[src/rtl/bxa_pkg.sv]
// Shared constants for the burst address adapter.
// Assumes the standard AXI burst type encoding.
package bxa_pkg;
    typedef enum logic [1:0] {
        BT_FIXED = 2'b00,
        BT_INCR  = 2'b01,
        BT_WRAP  = 2'b10
    } burst_kind_e;
endpackage

[src/rtl/bxa_shape.sv]
// Combinational burst reshaper: turns one left burst into the right-port form.
// Upconversion gives head/tail padding and a shorter length. Downconversion gives
// a narrow size, a longer length and an optional second half.
// Assumes that (len+1)*ratio never exceeds 2*MAX_BEATS on downconversion.
module bxa_shape #(
    parameter int LEFT_W    = 32,
    parameter int RIGHT_W   = 64,
    parameter int ADDR_W    = 32,
    parameter int LEN_W     = 8,
    parameter int MAX_BEATS = 256
) (
    input  logic [ADDR_W-1:0] a_addr,
    input  logic [LEN_W-1:0]  a_len,
    input  logic [2:0]        a_size,
    input  logic [1:0]        a_burst,
    output logic [ADDR_W-1:0] o_addr,
    output logic [LEN_W-1:0]  o_len,
    output logic [2:0]        o_size,
    output logic [LEN_W-1:0]  o_head,
    output logic [LEN_W-1:0]  o_tail,
    output logic              o_split,
    output logic [ADDR_W-1:0] o_addr2,
    output logic [LEN_W-1:0]  o_len2
);
    import bxa_pkg::*;

    localparam int  LB     = LEFT_W / 8;
    localparam int  RB     = RIGHT_W / 8;
    localparam int  LSIZE  = $clog2(LB);
    localparam int  RSIZE  = $clog2(RB);
    localparam bit  IS_UP  = RIGHT_W > LEFT_W;
    localparam int  RATIO  = IS_UP ? RIGHT_W / LEFT_W : LEFT_W / RIGHT_W;
    localparam int  RLOG   = $clog2(RATIO);
    localparam int  WIDE_W = LEN_W + RLOG + 1;

    logic              convert;
    logic [ADDR_W-1:0] cv_addr;
    logic [LEN_W-1:0]  cv_len;
    logic [LEN_W-1:0]  cv_head;
    logic [LEN_W-1:0]  cv_tail;
    logic              cv_split;
    logic [ADDR_W-1:0] cv_addr2;
    logic [LEN_W-1:0]  cv_len2;

    assign convert = (a_burst == BT_INCR) && (a_size == 3'(LSIZE));

    if (IS_UP) begin : gen_up
        localparam logic [LEN_W:0] MASK = (LEN_W+1)'(RATIO - 1);
        logic [LEN_W:0] head_w;
        logic [LEN_W:0] last_w;

        // Padding and length from the word position inside the wide word.
        always_comb begin
            head_w   = (LEN_W+1)'((a_addr >> LSIZE) & ADDR_W'(RATIO - 1));
            last_w   = head_w + {1'b0, a_len};
            cv_addr  = a_addr & ~ADDR_W'(RB - 1);
            cv_len   = LEN_W'(last_w >> RLOG);
            cv_head  = LEN_W'(head_w);
            cv_tail  = LEN_W'(MASK - (last_w & MASK));
            cv_split = 1'b0;
            cv_addr2 = cv_addr;
            cv_len2  = '0;
        end

        // Padding plus real words fill the right beats exactly.

        always_comb begin
            if (convert) begin
                pad_sum_chk: assert ((32'(cv_len) + 1) * RATIO ==
                                     32'(cv_head) + 32'(a_len) + 1 + 32'(cv_tail));
            end
        end
    end else begin : gen_down
        logic [WIDE_W-1:0] total;
        logic              over;

        // Beat multiplication and split decision for a narrower right port.
        always_comb begin
            total    = (WIDE_W'(a_len) + WIDE_W'(1)) << RLOG;
            over     = total > WIDE_W'(MAX_BEATS);
            cv_addr  = a_addr & ~ADDR_W'(LB - 1);
            cv_len   = over ? LEN_W'(MAX_BEATS - 1) : LEN_W'(total - WIDE_W'(1));
            cv_head  = '0;
            cv_tail  = '0;
            cv_split = over;
            cv_addr2 = cv_addr + ADDR_W'(MAX_BEATS * RB);
            cv_len2  = LEN_W'(total - WIDE_W'(MAX_BEATS) - WIDE_W'(1));
        end

        // Both halves of a split together carry every narrow beat.

        always_comb begin
            if (convert && over) begin
                split_len_chk: assert (32'(cv_len) + 32'(cv_len2) + 2 == 32'(total));
            end
        end
    end

    // Final choice between the converted form and plain pass-through.
    always_comb begin
        if (convert) begin
            o_addr  = cv_addr;
            o_len   = cv_len;
            o_size  = 3'(RSIZE);
            o_head  = cv_head;
            o_tail  = cv_tail;
            o_split = cv_split;
            o_addr2 = cv_addr2;
            o_len2  = cv_len2;
        end else begin
            o_addr  = a_addr;
            o_len   = a_len;
            o_size  = a_size;
            o_head  = '0;
            o_tail  = '0;
            o_split = 1'b0;
            o_addr2 = a_addr;
            o_len2  = '0;
        end
    end
endmodule

[src/rtl/bxa_gate.sv]
// Outstanding-burst counter and ID throttle.
// Allows a new burst while there is room and, when throttling, while the ID matches
// the last accepted one or nothing is outstanding.
// Assumes one completion pulse per accepted burst, never more.
module bxa_gate #(
    parameter int ID_W     = 4,
    parameter int MAX_OUT  = 8,
    parameter bit THROTTLE = 1'b1
) (
    input  logic            clk,
    input  logic            rst_n,
    input  logic            take,
    input  logic            give,
    input  logic [ID_W-1:0] cand_id,
    output logic            allow
);
    localparam int CNT_W = $clog2(MAX_OUT + 1);

    logic [CNT_W-1:0] cnt;
    logic [ID_W-1:0]  held_id;
    logic             room;
    logic             same;

    // Count accepted bursts up and completed bursts down.
    always_ff @(posedge clk) begin
        if (!rst_n) begin
            cnt <= '0;
        end else if (take && !give) begin
            cnt <= cnt + CNT_W'(1);
        end else if (!take && give && cnt != '0) begin
            cnt <= cnt - CNT_W'(1);
        end
    end

    // Remember the ID of the most recent accepted burst.
    always_ff @(posedge clk) begin
        if (!rst_n) begin
            held_id <= '0;
        end else if (take) begin
            held_id <= cand_id;
        end
    end

    assign room = cnt != CNT_W'(MAX_OUT);

    if (THROTTLE) begin : gen_thr
        assign same = (cnt == '0) || (cand_id == held_id);


        id_lock_chk: assert property (@(posedge clk) disable iff (!rst_n)
            (take && cnt != '0) |-> (cand_id == held_id));
    end else begin : gen_free
        assign same = 1'b1;
    end

    assign allow = room && same;


    cnt_cap_chk: assert property (@(posedge clk) disable iff (!rst_n)
        cnt <= CNT_W'(MAX_OUT));
endmodule

[src/rtl/burst_addr_adapter.sv]
// Burst address adapter for AXI data width conversion.
// Rewrites each left burst for the right width, emits one side record per left
// burst, issues the second half of split bursts and throttles differing IDs.
// Assumes left fields stay stable while l_valid is high and not yet accepted.
module burst_addr_adapter #(
    parameter int LEFT_W      = 32,
    parameter int RIGHT_W     = 64,
    parameter int ADDR_W      = 32,
    parameter int ID_W        = 4,
    parameter int LEN_W       = 8,
    parameter int MAX_BEATS   = 256,
    parameter int MAX_OUT     = 8,
    parameter bit UP_THROTTLE = 1'b1
) (
    input  logic              clk,
    input  logic              rst_n,
    input  logic              l_valid,
    output logic              l_ready,
    input  logic [ADDR_W-1:0] l_addr,
    input  logic [LEN_W-1:0]  l_len,
    input  logic [2:0]        l_size,
    input  logic [1:0]        l_burst,
    input  logic [ID_W-1:0]   l_id,
    output logic              r_valid,
    input  logic              r_ready,
    output logic [ADDR_W-1:0] r_addr,
    output logic [LEN_W-1:0]  r_len,
    output logic [2:0]        r_size,
    output logic [1:0]        r_burst,
    output logic [ID_W-1:0]   r_id,
    output logic              info_valid,
    input  logic              info_ready,
    output logic [LEN_W-1:0]  info_head,
    output logic [LEN_W-1:0]  info_tail,
    output logic              info_split,
    input  logic              burst_done
);
    import bxa_pkg::*;

    localparam bit IS_UP    = RIGHT_W > LEFT_W;
    localparam bit THROTTLE = IS_UP ? UP_THROTTLE : 1'b1;

    logic [ADDR_W-1:0] s_addr, s_addr2;
    logic [LEN_W-1:0]  s_len, s_len2, s_head, s_tail;
    logic [2:0]        s_size;
    logic              s_split;
    logic              allow;
    logic              take;
    logic              pend;
    logic [ADDR_W-1:0] p_addr;
    logic [LEN_W-1:0]  p_len;
    logic [2:0]        p_size;
    logic [ID_W-1:0]   p_id;

    bxa_shape #(
        .LEFT_W(LEFT_W), .RIGHT_W(RIGHT_W), .ADDR_W(ADDR_W),
        .LEN_W(LEN_W), .MAX_BEATS(MAX_BEATS)
    ) u_shape (
        .a_addr(l_addr), .a_len(l_len), .a_size(l_size), .a_burst(l_burst),
        .o_addr(s_addr), .o_len(s_len), .o_size(s_size),
        .o_head(s_head), .o_tail(s_tail), .o_split(s_split),
        .o_addr2(s_addr2), .o_len2(s_len2)
    );

    bxa_gate #(
        .ID_W(ID_W), .MAX_OUT(MAX_OUT), .THROTTLE(THROTTLE)
    ) u_gate (
        .clk(clk), .rst_n(rst_n), .take(take), .give(burst_done),
        .cand_id(l_id), .allow(allow)
    );

    // Left handshake needs both downstream consumers; pending half blocks it.
    assign l_ready    = !pend && allow && r_ready && info_ready;
    assign take       = l_valid && l_ready;
    assign r_valid    = pend || (l_valid && allow && info_ready);
    assign info_valid = !pend && l_valid && allow && r_ready;

    assign r_addr  = pend ? p_addr : s_addr;
    assign r_len   = pend ? p_len  : s_len;
    assign r_size  = pend ? p_size : s_size;
    assign r_burst = pend ? BT_INCR : l_burst;
    assign r_id    = pend ? p_id   : l_id;

    assign info_head  = s_head;
    assign info_tail  = s_tail;
    assign info_split = s_split;

    // Track whether a second split half still awaits the right port.
    always_ff @(posedge clk) begin
        if (!rst_n) begin
            pend <= 1'b0;
        end else if (take && s_split) begin
            pend <= 1'b1;
        end else if (pend && r_ready) begin
            pend <= 1'b0;
        end
    end

    // Capture the second half fields when a split burst is taken.
    always_ff @(posedge clk) begin
        if (!rst_n) begin
            p_addr <= '0;
            p_len  <= '0;
            p_size <= '0;
            p_id   <= '0;
        end else if (take && s_split) begin
            p_addr <= s_addr2;
            p_len  <= s_len2;
            p_size <= s_size;
            p_id   <= l_id;
        end
    end


    both_hs_chk: assert property (@(posedge clk) disable iff (!rst_n)
        (l_valid && l_ready) |-> (r_valid && r_ready && info_valid && info_ready));


    split_follow_chk: assert property (@(posedge clk) disable iff (!rst_n)
        (l_valid && l_ready && info_split) |=> (r_valid && !l_ready && r_id == $past(l_id)));


    split_hold_chk: assert property (@(posedge clk) disable iff (!rst_n)
        (pend && !r_ready) |=> (r_valid && $stable(r_addr) && $stable(r_len)));
endmodule

[config.mk]
export PLATFORM = sky130hd
export DESIGN_NAME = burst_addr_adapter
export DESIGN_NICKNAME = d
export VERILOG_FILES = /design/src/rtl/bxa_pkg.sv /design/src/rtl/bxa_shape.sv /design/src/rtl/bxa_gate.sv /design/src/rtl/burst_addr_adapter.sv
export SDC_FILE = /design/constraint.sdc
export NUM_CORES = 1
export LEC_CHECK = 0
export BUFFER_PORTS_ARGS = -buffer_cell sky130_fd_sc_hd__buf_4
export CAP_MARGIN = 25
export CORE_UTILIZATION = 35
export CTS_CLUSTER_DIAMETER = 30
export DETAILED_ROUTE_END_ITERATION = 7
export PLACE_DENSITY = 0.8
export SYNTH_ARGS = -nofsm -noshare
export SYNTH_HDL_FRONTEND = slang
export SYNTH_SLANG_ARGS = --single-unit
[constraint.sdc]
create_clock -name clk -period 2.6 [get_ports clk]
set_input_delay 0.52 -clock clk [delete_from_list [all_inputs] [get_ports clk]]
set_output_delay 0.52 -clock clk [all_outputs]
set_load 0.01 [all_outputs]
==> out/results.txt <==
run status: finished clean
post-synth cell types: 35
final WL: 2216 um
post-CTS sizing: 0
layout cells sized above 1: 0.3222
CTS root buffer: clkbuf_4
remaining antenna violation count: 0
number of synthesized flops with an enable pin: 0
Psw: 0.0002864 W
per-cell routed wire length: 9.893 um
crit path max fanout: 6
ys flop type: dfxtp_1
die area: 0.003614 mm^2
n_diodes: 0
final setup violation count: 0
total internal power: 0.0004021 W
Mapped Cells: 165
clock power share: 0.140
CP most frequent cell: a21oi_1
Reg power frac: 0.276
total power: 0.0006885 W
vias per inst: 4.478
global route total overflow: 0
Ys Warns: 0
cell area after layout: 0.001309 mm^2
VDD IR max: 0.0004113 V
Comb power frac: 0.584
worst path cell trace: nor3_4 -> a211oi_2 -> nand2_1 -> ha_1 -> a21o_1 -> a21oi_1 -> or3b_1 -> a21oi_1 -> nor3b_2
Max Freq: 450.0 MHz
Final period util: 0.8546
final slew viol count: 0
syn_area_per_cell: 7.166 um^2
Clk pin slew, worst setup/hold paths: 0.06 ns
Setup CP Type: reg2reg
GR Util All Layers: 0.1198
nets: 242
I/O pins: 124
Pleak: 0.6236 nW
switching share of total power: 0.4160
largest net degree at the start of global routing: 14
RSZ-0062 raised after global routing: no
Slowest-stage cell, CP: dfxtp_1
Die Wd: 60.12 um
CP arrival: 2.36 ns
Post-CTS Setup Bufs: 0
latest clock arrival within the worst-skew pair: 0.25 ns
Port Buffers: 50
crit path launch type: register
Final TNS setup: 0 ns
DRC: 0
Vias: 1003
clk sinks: 8
max cap viols: 0
Synth-to-Final Area Change: 10.69%
Die Span Y: 60.12 um
# H-tree levels: 1
PwrDens: 526.1 mW/mm^2
Mapped Area: 0.001182 mm^2
cts hold-fix bufs: 0
first-pass GRT wire length: 3394 um
detailed-router iteration count before antenna repair: 6
Initial Utilization: 0.3780
TritonCTS clock tree: done
total CTS buffers: 3
commonest cells after routing, fill and taps aside: 51 x buf_4, 24 x nand2_1, 15 x conb_1
Clock Skew: 0.005204 ns
Initial DRC Count: 55
routability congestion estimate: 0.8322
leading cell type in the layout, fill and taps excluded: buf_4
dpl cell area: 0.001286 mm^2
Yosys reg bits: 8
Core Box Area: 0.003128 mm^2
Worst Path Required: 2.74 ns
crit end category: register
final worst path period need: 2.222 ns
Clock Path Buffers: 2
final hold viol count: 0
CP peak stage delay: 0.49 ns
Seq/Total Area, Yosys: 0.1354
Std-Cell Rows: 20
worst hold path type: reg2reg
final cell count without fillers: 224
hpwl dp: 1882 um
initial antenna violation count: 0
Placed Cells: 221
ys async rst share: 0
vias in the first global route: 836
==> power groups by stage <==
stage / combinational (W) / sequential [W] / clock, W
2_1_floorplan: 0.000333 / 0.000185 / 0
6_report: 0.000402 / 0.000190 / 0.0000962
4_1_cts: 0.000402 / 0.000190 / 0.000102
3_3_place_gp: 0.000394 / 0.000192 / 0
5_1_grt: 0.000450 / 0.000195 / 0.000104
3_5_place_dp: 0.000401 / 0.000193 / 0
==> cells in the mapped netlist, drive strengths merged (2+ instances only) <==
cell / n / area share
a21oi: 12 / 0.051
dfxtp: 8 / 0.14
a211oi: 2 / 0.017
buf: 50 / 0.32
and2: 4 / 0.021
o211ai: 2 / 0.013
nand2b: 2 / 0.011
xnor2: 5 / 0.037
clkbuf: 3 / 0.0095
o21ai: 3 / 0.013
nor2b: 2 / 0.011
nand3: 12 / 0.051
ha: 4 / 0.042
nor2: 9 / 0.029
mux2i: 4 / 0.034
inv: 3 / 0.0095
nand2: 24 / 0.076
==> worst max-delay path: cells and delay by family, from the launching register on <==
kind | cells | cell delay (ns)
simple gates | 4 | 0.69
compound gates | 4 | 0.62
flops | 1 | 0.49
fa+ha+maj | 1 | 0.30
==> state kept, by name (all words and copies together), names as in the netlist <==
name	flops
u_gate.cnt	4
u_gate.held_id	4
==> cell families after synthesis <==
kind of cell    count (synthesis)  synth area share
compound gates                 24            0.1291
xor+xnor                        6           0.04444
fa+ha+maj                       5           0.05926
buf+inv                        56            0.3365
flops                           8            0.1354
mux                             4           0.03386
other cells                     1          0.003172
simple gates                   61            0.2582
==> per-layer routing <==
layer / track usage / part of all wire / wire length (um) / vias up
li1: - / - / - / 518
met1: 0.1331 / 0.41 / 918 / 433
met2: 0.2214 / 0.49 / 1081 / 52
met3: 0.02597 / 0.097 / 215 / 0
met4: 0.03987 / 0 / 0 / 0
met5: 0 / 0 / 0 / -
==> path summary, 6_finish.rpt <==
check                           cells after the start                      startpoint                             end  slack, ns
worst max-delay path                                9      u_gate.cnt[0]$_SDFFE_PN0P_      u_gate.cnt[3]$_SDFFE_PN0P_       0.38
worst min register to register                      2  u_gate.held_id[0]$_SDFFE_PN0P_  u_gate.held_id[0]$_SDFFE_PN0P_       0.47
worst min-delay path                                2  u_gate.held_id[0]$_SDFFE_PN0P_  u_gate.held_id[0]$_SDFFE_PN0P_       0.47
worst max register to register                      9      u_gate.cnt[0]$_SDFFE_PN0P_      u_gate.cnt[3]$_SDFFE_PN0P_       0.38
==> through the flow <==
step	util	setup WS (ns)	hold WS (ns)
3_3_place_gp	0.4112	0.2142	0.4623
6_report	0.4184	0.3780	0.4710
4_1_cts	0.4184	0.3638	0.4725
3_5_place_dp	0.4112	0.1464	0.4643
5_1_grt	0.4184	0.1976	0.5144
2_1_floorplan	-	0.3303	0.4488
==> cell type report <==
cell class | count | area [um^2]
Tap cell | 44 | 55.05
Fill cell | 341 | 1819
Sequential cell | 8 | 160.2
Inverter | 3 | 11.26
Timing Repair Buffer | 51 | 382.9
Multi-Input combinational cell | 115 | 676.9
Clock buffer | 3 | 22.52
Note: power is estimated with default switching activity, not from simulation.
